==> config.mk <==
export PLATFORM = sky130hd
export DESIGN_NAME = irf_replay
export DESIGN_NICKNAME = d
export VERILOG_FILES = /design/src/rtl/irf_pkg.sv /design/src/rtl/irf_store.sv /design/src/rtl/irf_counts.sv /design/src/rtl/irf_seq.sv /design/src/rtl/irf_replay.sv
export SDC_FILE = /design/constraint.sdc
export NUM_CORES = 2
export LEC_CHECK = 0
export BUFFER_PORTS_ARGS = -buffer_cell sky130_fd_sc_hd__buf_2
export CAP_MARGIN = 20
export CORE_MARGIN = 4
export CORE_UTILIZATION = 43
export CTS_CLUSTER_DIAMETER = 50
export DETAILED_ROUTE_END_ITERATION = 7
export PLACE_DENSITY_LB_ADDON = 0.15
export SYNTH_ARGS = -nofsm -noshare
export SYNTH_HDL_FRONTEND = slang
export SYNTH_HIERARCHICAL = 1
export SYNTH_SLANG_ARGS = --single-unit
==> constraint.sdc <==
create_clock -name clk -period 6.4 [get_ports clk]
set_input_delay 1.28 -clock clk [delete_from_list [all_inputs] [get_ports clk]]
set_output_delay 1.28 -clock clk [all_outputs]
set_load 0.05 [all_outputs]
==> src/rtl/irf_pkg.sv <==
package irf_pkg;
  typedef enum logic [1:0] {
    OP_NONE = 2'd0,
    OP_REC  = 2'd1,
    OP_STOP = 2'd2,
    OP_PLAY = 2'd3
  } ctl_op_e;

  typedef enum logic [2:0] {
    M_NORM  = 3'd0,
    M_REC   = 3'd1,
    M_OVH   = 3'd2,
    M_PLAY  = 3'd3,
    M_DRAIN = 3'd4
  } mode_e;
endpackage

==> src/rtl/irf_store.sv <==
module irf_store #(
  parameter int WORDS = 64,
  parameter int IW    = 32,
  localparam int AW   = $clog2(WORDS)
) (
  input  logic          clk,
  input  logic          we,
  input  logic [AW-1:0] waddr,
  input  logic [IW-1:0] wdata,
  input  logic [AW-1:0] raddr,
  output logic [IW-1:0] rdata
);
  logic [IW-1:0] mem [WORDS];

  always_ff @(posedge clk) begin
    if (we) mem[waddr] <= wdata;
  end

  assign rdata = mem[raddr];
endmodule

==> src/rtl/irf_counts.sv <==
module irf_counts #(
  parameter int NB   = 4,
  parameter int ND   = 16,
  localparam int BW  = (NB > 1) ? $clog2(NB) : 1,
  localparam int PW  = $clog2(ND)
) (
  input  logic            clk,
  input  logic            rst,
  input  logic            clr,
  input  logic [BW-1:0]   clr_sel,
  input  logic            inc,
  input  logic [BW-1:0]   inc_sel,
  output logic [NB*PW-1:0] cnt_flat
);
  for (genvar g = 0; g < NB; g++) begin : g_cnt
    logic [PW-1:0] c;
    always_ff @(posedge clk) begin
      if (rst) c <= '0;
      else if (clr && clr_sel == BW'(g)) c <= '0;
      else if (inc && inc_sel == BW'(g)) c <= c + 1'b1;
    end
    assign cnt_flat[g*PW +: PW] = c;

    a_r2_clear_count: assert property (@(posedge clk) disable iff (rst)
      (clr && clr_sel == BW'(g)) |=> (c == '0));
  end
endmodule

==> src/rtl/irf_seq.sv <==
module irf_seq
  import irf_pkg::*;
#(
  parameter int NB   = 4,
  parameter int ND   = 16,
  parameter int IW   = 32,
  parameter int CW   = 8,
  parameter int SW   = 4,
  localparam int BW  = (NB > 1) ? $clog2(NB) : 1,
  localparam int PW  = $clog2(ND),
  localparam int AW  = $clog2(NB * ND)
) (
  input  logic          clk,
  input  logic          rst,
  input  logic          fetch_valid,
  input  logic [IW-1:0] fetch_instr,
  input  ctl_op_e       ctl_op,
  input  logic [SW-1:0] ctl_sel,
  input  logic [CW-1:0] ctl_reps,
  input  logic          issue_ready,
  input  logic [PW-1:0] cnt_cur,
  input  logic [IW-1:0] rd_data,
  output logic [BW-1:0] cur_buf,
  output logic [BW-1:0] clr_sel,
  output logic          clr,
  output logic          we,
  output logic [AW-1:0] waddr,
  output logic [AW-1:0] raddr,
  output logic          issue_valid,
  output logic [IW-1:0] issue_instr,
  output logic          pc_freeze
);
  mode_e         mode;
  logic [PW-1:0] ptr;
  logic [CW-1:0] rep, reps;
  logic [BW-1:0] sel_mod;
  logic          slot_free, last_entry, last_rep;

  assign sel_mod    = BW'(ctl_sel % SW'(NB));
  assign clr_sel    = sel_mod;
  assign clr        = (mode == M_NORM) && fetch_valid && (ctl_op == OP_REC);
  assign we         = (mode == M_REC) && fetch_valid && (ctl_op == OP_NONE);
  assign slot_free  = !issue_valid || issue_ready;
  assign last_entry = (ptr == cnt_cur - 1'b1);
  assign last_rep   = (rep == reps - 1'b1);
  assign pc_freeze  = (mode == M_OVH) || (mode == M_PLAY) || (mode == M_DRAIN);

  if (NB > 1) begin : g_multi
    assign waddr = {cur_buf, cnt_cur};
    assign raddr = {cur_buf, ptr};
  end else begin : g_single
    assign waddr = cnt_cur;
    assign raddr = ptr;
  end

  always_ff @(posedge clk) begin
    if (rst) begin
      mode        <= M_NORM;
      cur_buf     <= '0;
      ptr         <= '0;
      rep         <= '0;
      reps        <= '0;
      issue_valid <= 1'b0;
      issue_instr <= '0;
    end else begin
      case (mode)
        M_NORM: begin
          issue_valid <= fetch_valid && (ctl_op == OP_NONE);
          if (fetch_valid) begin
            case (ctl_op)
              OP_NONE: issue_instr <= fetch_instr;
              OP_REC: begin
                cur_buf <= sel_mod;
                mode    <= M_REC;
              end
              OP_PLAY: begin
                cur_buf <= sel_mod;
                reps    <= ctl_reps;
                mode    <= M_OVH;
              end
              default: ;
            endcase
          end
        end
        M_REC: begin
          issue_valid <= 1'b0;
          if (fetch_valid && ctl_op == OP_STOP) mode <= M_NORM;
        end
        M_OVH: begin
          ptr  <= '0;
          rep  <= '0;
          mode <= (cnt_cur == '0 || reps == '0) ? M_NORM : M_PLAY;
        end
        M_PLAY: begin
          if (slot_free) begin
            issue_valid <= 1'b1;
            issue_instr <= rd_data;
            if (last_entry) begin
              ptr <= '0;
              if (last_rep) mode <= M_DRAIN;
              else rep <= rep + 1'b1;
            end else begin
              ptr <= ptr + 1'b1;
            end
          end
        end
        M_DRAIN: begin
          if (issue_ready) begin
            issue_valid <= 1'b0;
            mode        <= M_NORM;
          end
        end
        default: mode <= M_NORM;
      endcase
    end
  end

  a_r1_pass_through: assert property (@(posedge clk) disable iff (rst)
    (mode == M_NORM && fetch_valid && ctl_op == OP_NONE)
      |=> (issue_valid && issue_instr == $past(fetch_instr)));

  a_r2_silent_capture: assert property (@(posedge clk) disable iff (rst)
    (mode == M_REC) |-> !issue_valid);

  a_r3_end_capture: assert property (@(posedge clk) disable iff (rst)
    (mode == M_REC && fetch_valid && ctl_op == OP_STOP)
      |=> (!pc_freeze && !issue_valid && !we));

  a_r5_index_in_range: assert property (@(posedge clk) disable iff (rst)
    (mode == M_PLAY) |-> (ptr < cnt_cur));

  a_r9_stall_hold: assert property (@(posedge clk) disable iff (rst)
    (issue_valid && !issue_ready && pc_freeze)
      |=> (issue_valid && $stable(issue_instr)));
endmodule

==> src/rtl/irf_replay.sv <==
module irf_replay
  import irf_pkg::*;
#(
  parameter int NUM_BUFS  = 4,
  parameter int BUF_DEPTH = 16,
  parameter int IW        = 32,
  parameter int REP_W     = 8,
  parameter int SEL_W     = 4
) (
  input  logic             clk,
  input  logic             rst,
  input  logic             fetch_valid,
  input  logic [IW-1:0]    fetch_instr,
  input  logic [1:0]       ctl_op,
  input  logic [SEL_W-1:0] ctl_sel,
  input  logic [REP_W-1:0] ctl_reps,
  input  logic             issue_ready,
  output logic             issue_valid,
  output logic [IW-1:0]    issue_instr,
  output logic             pc_freeze
);
  localparam int BW    = (NUM_BUFS > 1) ? $clog2(NUM_BUFS) : 1;
  localparam int PW    = $clog2(BUF_DEPTH);
  localparam int WORDS = NUM_BUFS * BUF_DEPTH;
  localparam int AW    = $clog2(WORDS);

  logic [BW-1:0]          cur_buf, clr_sel;
  logic                   clr, we;
  logic [AW-1:0]          waddr, raddr;
  logic [IW-1:0]          rd_data;
  logic [NUM_BUFS*PW-1:0] cnt_flat;
  logic [PW-1:0]          cnt_cur;

  assign cnt_cur = cnt_flat[int'(cur_buf)*PW +: PW];

  irf_counts #(.NB(NUM_BUFS), .ND(BUF_DEPTH)) u_counts (
    .clk(clk), .rst(rst),
    .clr(clr), .clr_sel(clr_sel),
    .inc(we), .inc_sel(cur_buf),
    .cnt_flat(cnt_flat)
  );

  irf_store #(.WORDS(WORDS), .IW(IW)) u_store (
    .clk(clk), .we(we), .waddr(waddr), .wdata(fetch_instr),
    .raddr(raddr), .rdata(rd_data)
  );

  irf_seq #(.NB(NUM_BUFS), .ND(BUF_DEPTH), .IW(IW), .CW(REP_W), .SW(SEL_W)) u_seq (
    .clk(clk), .rst(rst),
    .fetch_valid(fetch_valid), .fetch_instr(fetch_instr),
    .ctl_op(ctl_op_e'(ctl_op)), .ctl_sel(ctl_sel), .ctl_reps(ctl_reps),
    .issue_ready(issue_ready),
    .cnt_cur(cnt_cur), .rd_data(rd_data),
    .cur_buf(cur_buf), .clr_sel(clr_sel), .clr(clr), .we(we),
    .waddr(waddr), .raddr(raddr),
    .issue_valid(issue_valid), .issue_instr(issue_instr),
    .pc_freeze(pc_freeze)
  );
endmodule

Yosys cells after proc, flatten, opt, wreduce, memory -nomap -nowiden
Memories as Yosys holds them, arrays and structs flattened.
Cells that the tools add are included.
{"block": "word_totals", "regBits": 74, "ramBits": 2048, "in_bits": 50, "out_inout_bits": 34, "wordCells": 110, "memories": 1}
{"memory": "u_store.mem", "words": 64, "width": 32, "rd": 1, "rd_clocked_by_memory_dff": 0, "write_ports": 1, "line": "irf_store.sv:13", "rtl": "logic [IW-1:0] mem [WORDS];"}
{"block": "classes", "add_sub_neg": 8, "n_eq_ne": 24, "n_shift": 1, "mux": 25, "reduce_logical": 40}
{"operator": "$mux 32", "n": 3}
{"operator": "$pmux 32 s2", "n": 1}
{"operator": "$mux 8", "n": 3}
{"operator": "$add 4x1->4 const B", "n": 5}
{"operator": "$mux 3", "n": 6}
{"operator": "$pmux 8 s2", "n": 1}
{"operator": "$shiftx 16x5->4", "n": 1}
{"operator": "$pmux 3 s5", "n": 1}
{"operator": "$logic_and 1x1->1", "n": 14}
{"operator": "$eq 2x2->1 const B", "n": 6}
{"operator": "$ne 2x2->1 const B", "n": 5}
{"operator": "$reduce_or 2->1", "n": 5}
{"operator": "$reduce_and 3->1", "n": 3}
{"operator": "$add 8x1->8 const B", "n": 1}
{"operator": "$eq 8x8->1", "n": 1}
{"operator": "$logic_not 8->1", "n": 1}
{"operator": "$mux 4", "n": 2}
{"operator": "$pmux 4 s2", "n": 1}
{"operator": "$reduce_and 4->1", "n": 2}
{"operator": "$sub 8x1->8 const B", "n": 1}
{"operator": "$reduce_and 7->1", "n": 1}
{"operator": "$eq 2x1->1 const B", "n": 3}
{"operator": "$eq 3x2->1 const B", "n": 2}
{"operator": "$logic_not 2->1", "n": 3}
{"operator": "other kinds (17)", "n": 26}

Depth between registers and ports, before layout
{"block": "depth", "depth_word": 6, "ltp_mapped": 12, "mapped_depth_nobuf": 9}

Modules after synthesis
The synthesis kept the hierarchy.
{"module": "irf_store", "n_inst": 1, "cells_per_inst": 3292, "area_each_um2": 77874.7, "seq_area_each_um2": 61499.0}
{"module": "irf_seq", "n_inst": 1, "cells_per_inst": 411, "area_each_um2": 3171.8, "seq_area_each_um2": 1161.1}
{"module": "irf_counts", "n_inst": 1, "cells_per_inst": 78, "area_each_um2": 728.2, "seq_area_each_um2": 320.3}
{"module": "irf_replay", "n_inst": 1, "cells_per_inst": 4, "area_each_um2": 105.1, "seq_area_each_um2": 0.0}

Worst setup path after synthesis
No wires, ideal clock.
{"block": "synth_timing", "path_type": "input-to-reg", "from": "input port ctl_op[0]", "to": "memory u_store.mem[48][0], enable pin", "setup_ps": 461, "arrival_ps": 4531, "required_time_ps": 5939, "slack_ps": 1408, "stages": 5, "n_path_buf": 0, "cell_sequence": "nor3b_1 and3_1 nor2b_1 nand4b_1 nor3_1"}
{"block": "synth_via", "elab_chain_len": 4}
{"item": "start: declaration", "line": "irf_replay.sv:14", "rtl": "input logic [1:0] ctl_op,"}
{"item": "$logic_not 2->1", "line": "irf_seq.sv:42", "rtl": "assign we = (mode == M_REC) && fetch_valid && (ctl_op == OP_NONE);"}
{"item": "$logic_and 1x1->1", "line": "irf_seq.sv:42"}
{"item": "named net we", "line": "irf_replay.sv:28", "rtl": "logic clr, we;"}
{"item": "$mux 1", "line": "irf_store.sv:16", "rtl": "if (we) mem[waddr] <= wdata;"}
{"item": "$mux 1 (not written as such)", "line": "irf_store.sv:16"}
{"item": "end: declaration", "line": "irf_store.sv:13"}
The timed path passes the listed nets, and every way through them passes these cells.

Worst setup path in the final report
{"block": "layout_timing", "from": "input port ctl_op[1]", "to": "memory u_store.mem[20][19], enable pin"}
The elaborated chain is that of the path after synthesis.

==> impl_metrics.py <==
metrics = {
    "timing": {
        "setup-tns-final_ps": 0,
        "fin_crit_sh_pct": 64.5,
        "clock_skew_ps": 39.5,
        "hold_viol_final": 0,
        "hold-worst-slack_ps": 486,
        "worst_slack_ps": 2270,
        "rsz0062_at_grt": "no",
        "slew_violations": 0,
        "worst_pin_slew_ps": 1040,
        "worst_slew_margin_rel_pct": 30.3,
        "fmax_mhz": 242,
        "min_period_ps": 4130,
        "setup_viol": 0,
    },
    "routing": {
        "drt-pass1-iter-count": 5,
        "routed_via_density": 5.81,
        "vias": 39000,
        "drcViolationCount": 0,
        "ant_nets": 0,
        "drt_iter0_drc": 3558,
        "drt-total-wl_um": 203000,
        "drt-wirelength-per-cell_um": 30.2,
    },
    "synthesis": {
        "syn_area_um2": 81900,
        "synthFlopType": "edfxtp_1",
        "syn_avg_cell_area_um2": 21.6,
        "synthArstFlopShare_pct": 0,
        "synth_nets": 3845,
        "postSynthCellCount": 3785,
        "synth_enable_flop_cells": 2048,
        "yosysSeqAreaShare_pct": 76.9,
        "yosysUniqueCellTypes": 64,
        "ys_warn_count": 6,
        "ys_seq_elements": 2122,
    },
    "placement": {
        "globalplace.congestion": 0.760,
        "place_ws_ps": 1430,
        "portBuffers": 81,
        "place_inst": 6310,
        "dp_hpwl_um": 118000,
    },
    "setup_path": {
        "start_kind": "input pin",
        "crit_required_ps": 6940,
        "path_class": "input pin to register",
        "crit_arrival_ps": 4670,
        "crit_fanout": 24,
        "cpPeakStageDelay_ps": 1030,
        "critical_path.cell_chain": "buf_2, nor3b_1, and3_1, nor2b_1, nand2_1, nor2_4, buf_4",
        "reg2reg_to": "u_store/mem[20][19]",
        "cp_slowest_cell": "nor2_4",
        "rr_worst_depth": 5,
        "reg2reg_slack_ps": 2390,
        "worstSetupEndpointType": "register",
        "r2r_start": "u_seq/cur_buf[0]",
    },
    "clock_network": {
        "cts.sinks": 2122,
        "cts_buffer_depth": 3,
        "cts_htree_levels": 4,
        "cts_root_buffer": "clkbuf_16",
        "cts_tree": "yes",
        "clk_pin_slew_ps": 60,
        "insertion_delay_ps": 860,
        "cts_setup_buffers": 0,
        "hold_buffers": 0,
        "cts_buffers": 222,
        "cts_resized": 0,
    },
    "layout": {
        "syn2layout_area_growth_pct": 13.7,
        "layout_commonest_cell": "edfxtp_1",
        "final_nets": 4099,
        "final_cell_mix": "edfxtp_1 (2048), mux4_2 (544), clkbuf_16 (223)",
        "drive_gt1_share_pct": 28.0,
        "stdcell_count": 6720,
        "fillers": 15300,
    },
    "floorplan": {
        "start_util_pct": 43.4,
        "die_x_um": 444,
        "ios": 84,
        "die_area_um2": 197000,
        "core_area_um2": 189000,
        "die_h_um": 444,
        "row_count": 159,
    },
    "power": {
        "power.density_nw_per_um2": 310,
        "p_leak_nw": 28.1,
        "ir_worst_vdd_mv": 0.321,
        "power_mw": 28.9,
    },
    "global_route": {
        "grt_pass1_vias": 39800,
        "antenna_found_initial": 0,
        "overflow": 0,
        "grt_pass1_wl_um": 294000,
        "track_usage_pct": 20.6,
        "grt_start_max_net_pins": 82,
    },
    "worst_hold_path": {
        "hold_class": "register to register",
        "min-delay-start": "u_counts/g_cnt[0].c[3]",
        "holdPathStages": 2,
        "hold_end": "u_counts/g_cnt[0].c[3]",
    },
    "status": {
        "status": "complete, no violations",
    },
    "job": {
        "cap_violations": 0,
    },
}
[layout make-up]
cell class                 instances  area [um2]  area share [%]
multi-input combinational       1437       18300            19.6
antenna                            1        2.50         0.00269
clock buffer                     280        5830            6.26
clock inverter                   129        1020            1.09
timing repair buffer             246        1820            1.95
inverter                          10        37.5          0.0403
sequential                      2122       63000            67.6
tap                             2495        3120            3.35
[power breakdown]
part | switching [mW] | internal, mW | leakage (nW)
Clock | 5.28 | 6.86 | 3.32
Sequential | 0.0531 | 15.2 | 19.0
Combinational | 0.885 | 0.568 | 5.76
Total | 6.22 | 22.7 | 28.1
[sequential cells by signal, indices dropped and copies added, names as in the netlist]
name               count
u_store/mem         2048
u_counts/g_cnt.c      16
u_seq/issue_instr     32
u_seq/rep              8
u_seq/ptr              4
u_seq/reps             8
u_seq/issue_valid      1
u_seq/mode             3
u_seq/cur_buf          2
[through the flow]
stage	area (um2)	util, %
6_report	93100	49.4
5_1_grt	93100	49.4
4_1_cts	93100	49.4
3_5_place_dp	86300	45.7
3_3_place_gp	86300	45.7
2_1_floorplan	81900	-
[per-layer routing]
metal  part of all wire (%)  up-vias  track usage, %
met1                     44    21200            29.7
met5                      0        -               0
met3                    5.0      242            3.23
met4                    1.8        0            4.56
met2                     49     1059            33.5
li1                       -    16500               -
[worst max-delay path, delay by kind of cell]
family	cells	cell delay [ps]
and+or+nand+nor	5	2840
buffers and inverters	2	480
[cell usage after synthesis (3+ instances only)]
library cell | instances | area, um2
and3_1 | 10 | 62.6
a211oi_1 | 4 | 30.0
a41o_1 | 4 | 40.0
o221ai_1 | 27 | 236
nand3_1 | 25 | 125
buf_1 | 22 | 82.6
nor2_1 | 198 | 743
buf_4 | 35 | 263
a221oi_1 | 3 | 26.3
nand2b_1 | 10 | 62.6
xnor2_1 | 9 | 78.8
nand4b_1 | 3 | 26.3
a22oi_1 | 12 | 90.1
o21ai_0 | 16 | 80.1
mux2i_1 | 100 | 1000
mux4_1 | 4 | 105
nor3_1 | 14 | 70.1
mux4_2 | 544 | 12300
nand2_1 | 122 | 458
o22ai_1 | 84 | 526
clkbuf_1 | 90 | 338
buf_2 | 63 | 315
or3b_2 | 3 | 26.3
nor2b_1 | 16 | 100
dfxtp_1 | 74 | 1480
ha_1 | 10 | 125
xor2_1 | 15 | 131
and2_1 | 4 | 25.0
o32ai_1 | 4 | 35.0
a311oi_1 | 40 | 350
edfxtp_1 | 2048 | 61500
nand4_1 | 8 | 50.1
o21bai_1 | 3 | 22.5
o31a_1 | 3 | 26.3
nand3b_1 | 8 | 60.1
inv_1 | 10 | 37.5
a21oi_1 | 89 | 445
or3_1 | 13 | 81.3
buf_6 | 6 | 67.6
[worst max path at each step]
| stage | startpoint | endpoint | slack [ps] | cells after the start |
|---|---|---|---|---|
| after detailed placement | ctl_op[1] | u_store/mem[20][24] | 1430 | 7 |
| after global placement | ctl_op[1] | u_store/mem[60][18] | 1470 | 7 |
| after CTS | ctl_op[1] | u_store/mem[20][16] | 2340 | 7 |
| after global routing | ctl_op[1] | u_store/mem[60][25] | 2140 | 7 |
| final | ctl_op[1] | u_store/mem[20][19] | 2270 | 7 |
| after floorplan | ctl_op[0] | u_store/mem[48][0] | 1410 | 5 |
[logic make-up (layout without fill, tap and decap cells)]
| family | count (synthesis) | in the layout | share of synthesized area, % |
|---|---|---|---|
| DFF | 2122 | 2122 | 76.9 |
| muxes | 648 | 648 | 16.3 |
| and+or+nand+nor | 451 | 451 | 2.51 |
| AOI/OAI and AO/OA | 304 | 304 | 2.50 |
| buffers and inverters | 226 | 665 | 1.35 |
| xor gates and xnor gates | 24 | 24 | 0.257 |
| adders and majority gates | 10 | 10 | 0.153 |
| other | 0 | 1 | 0 |
Power figures use the tool's default switching activity.
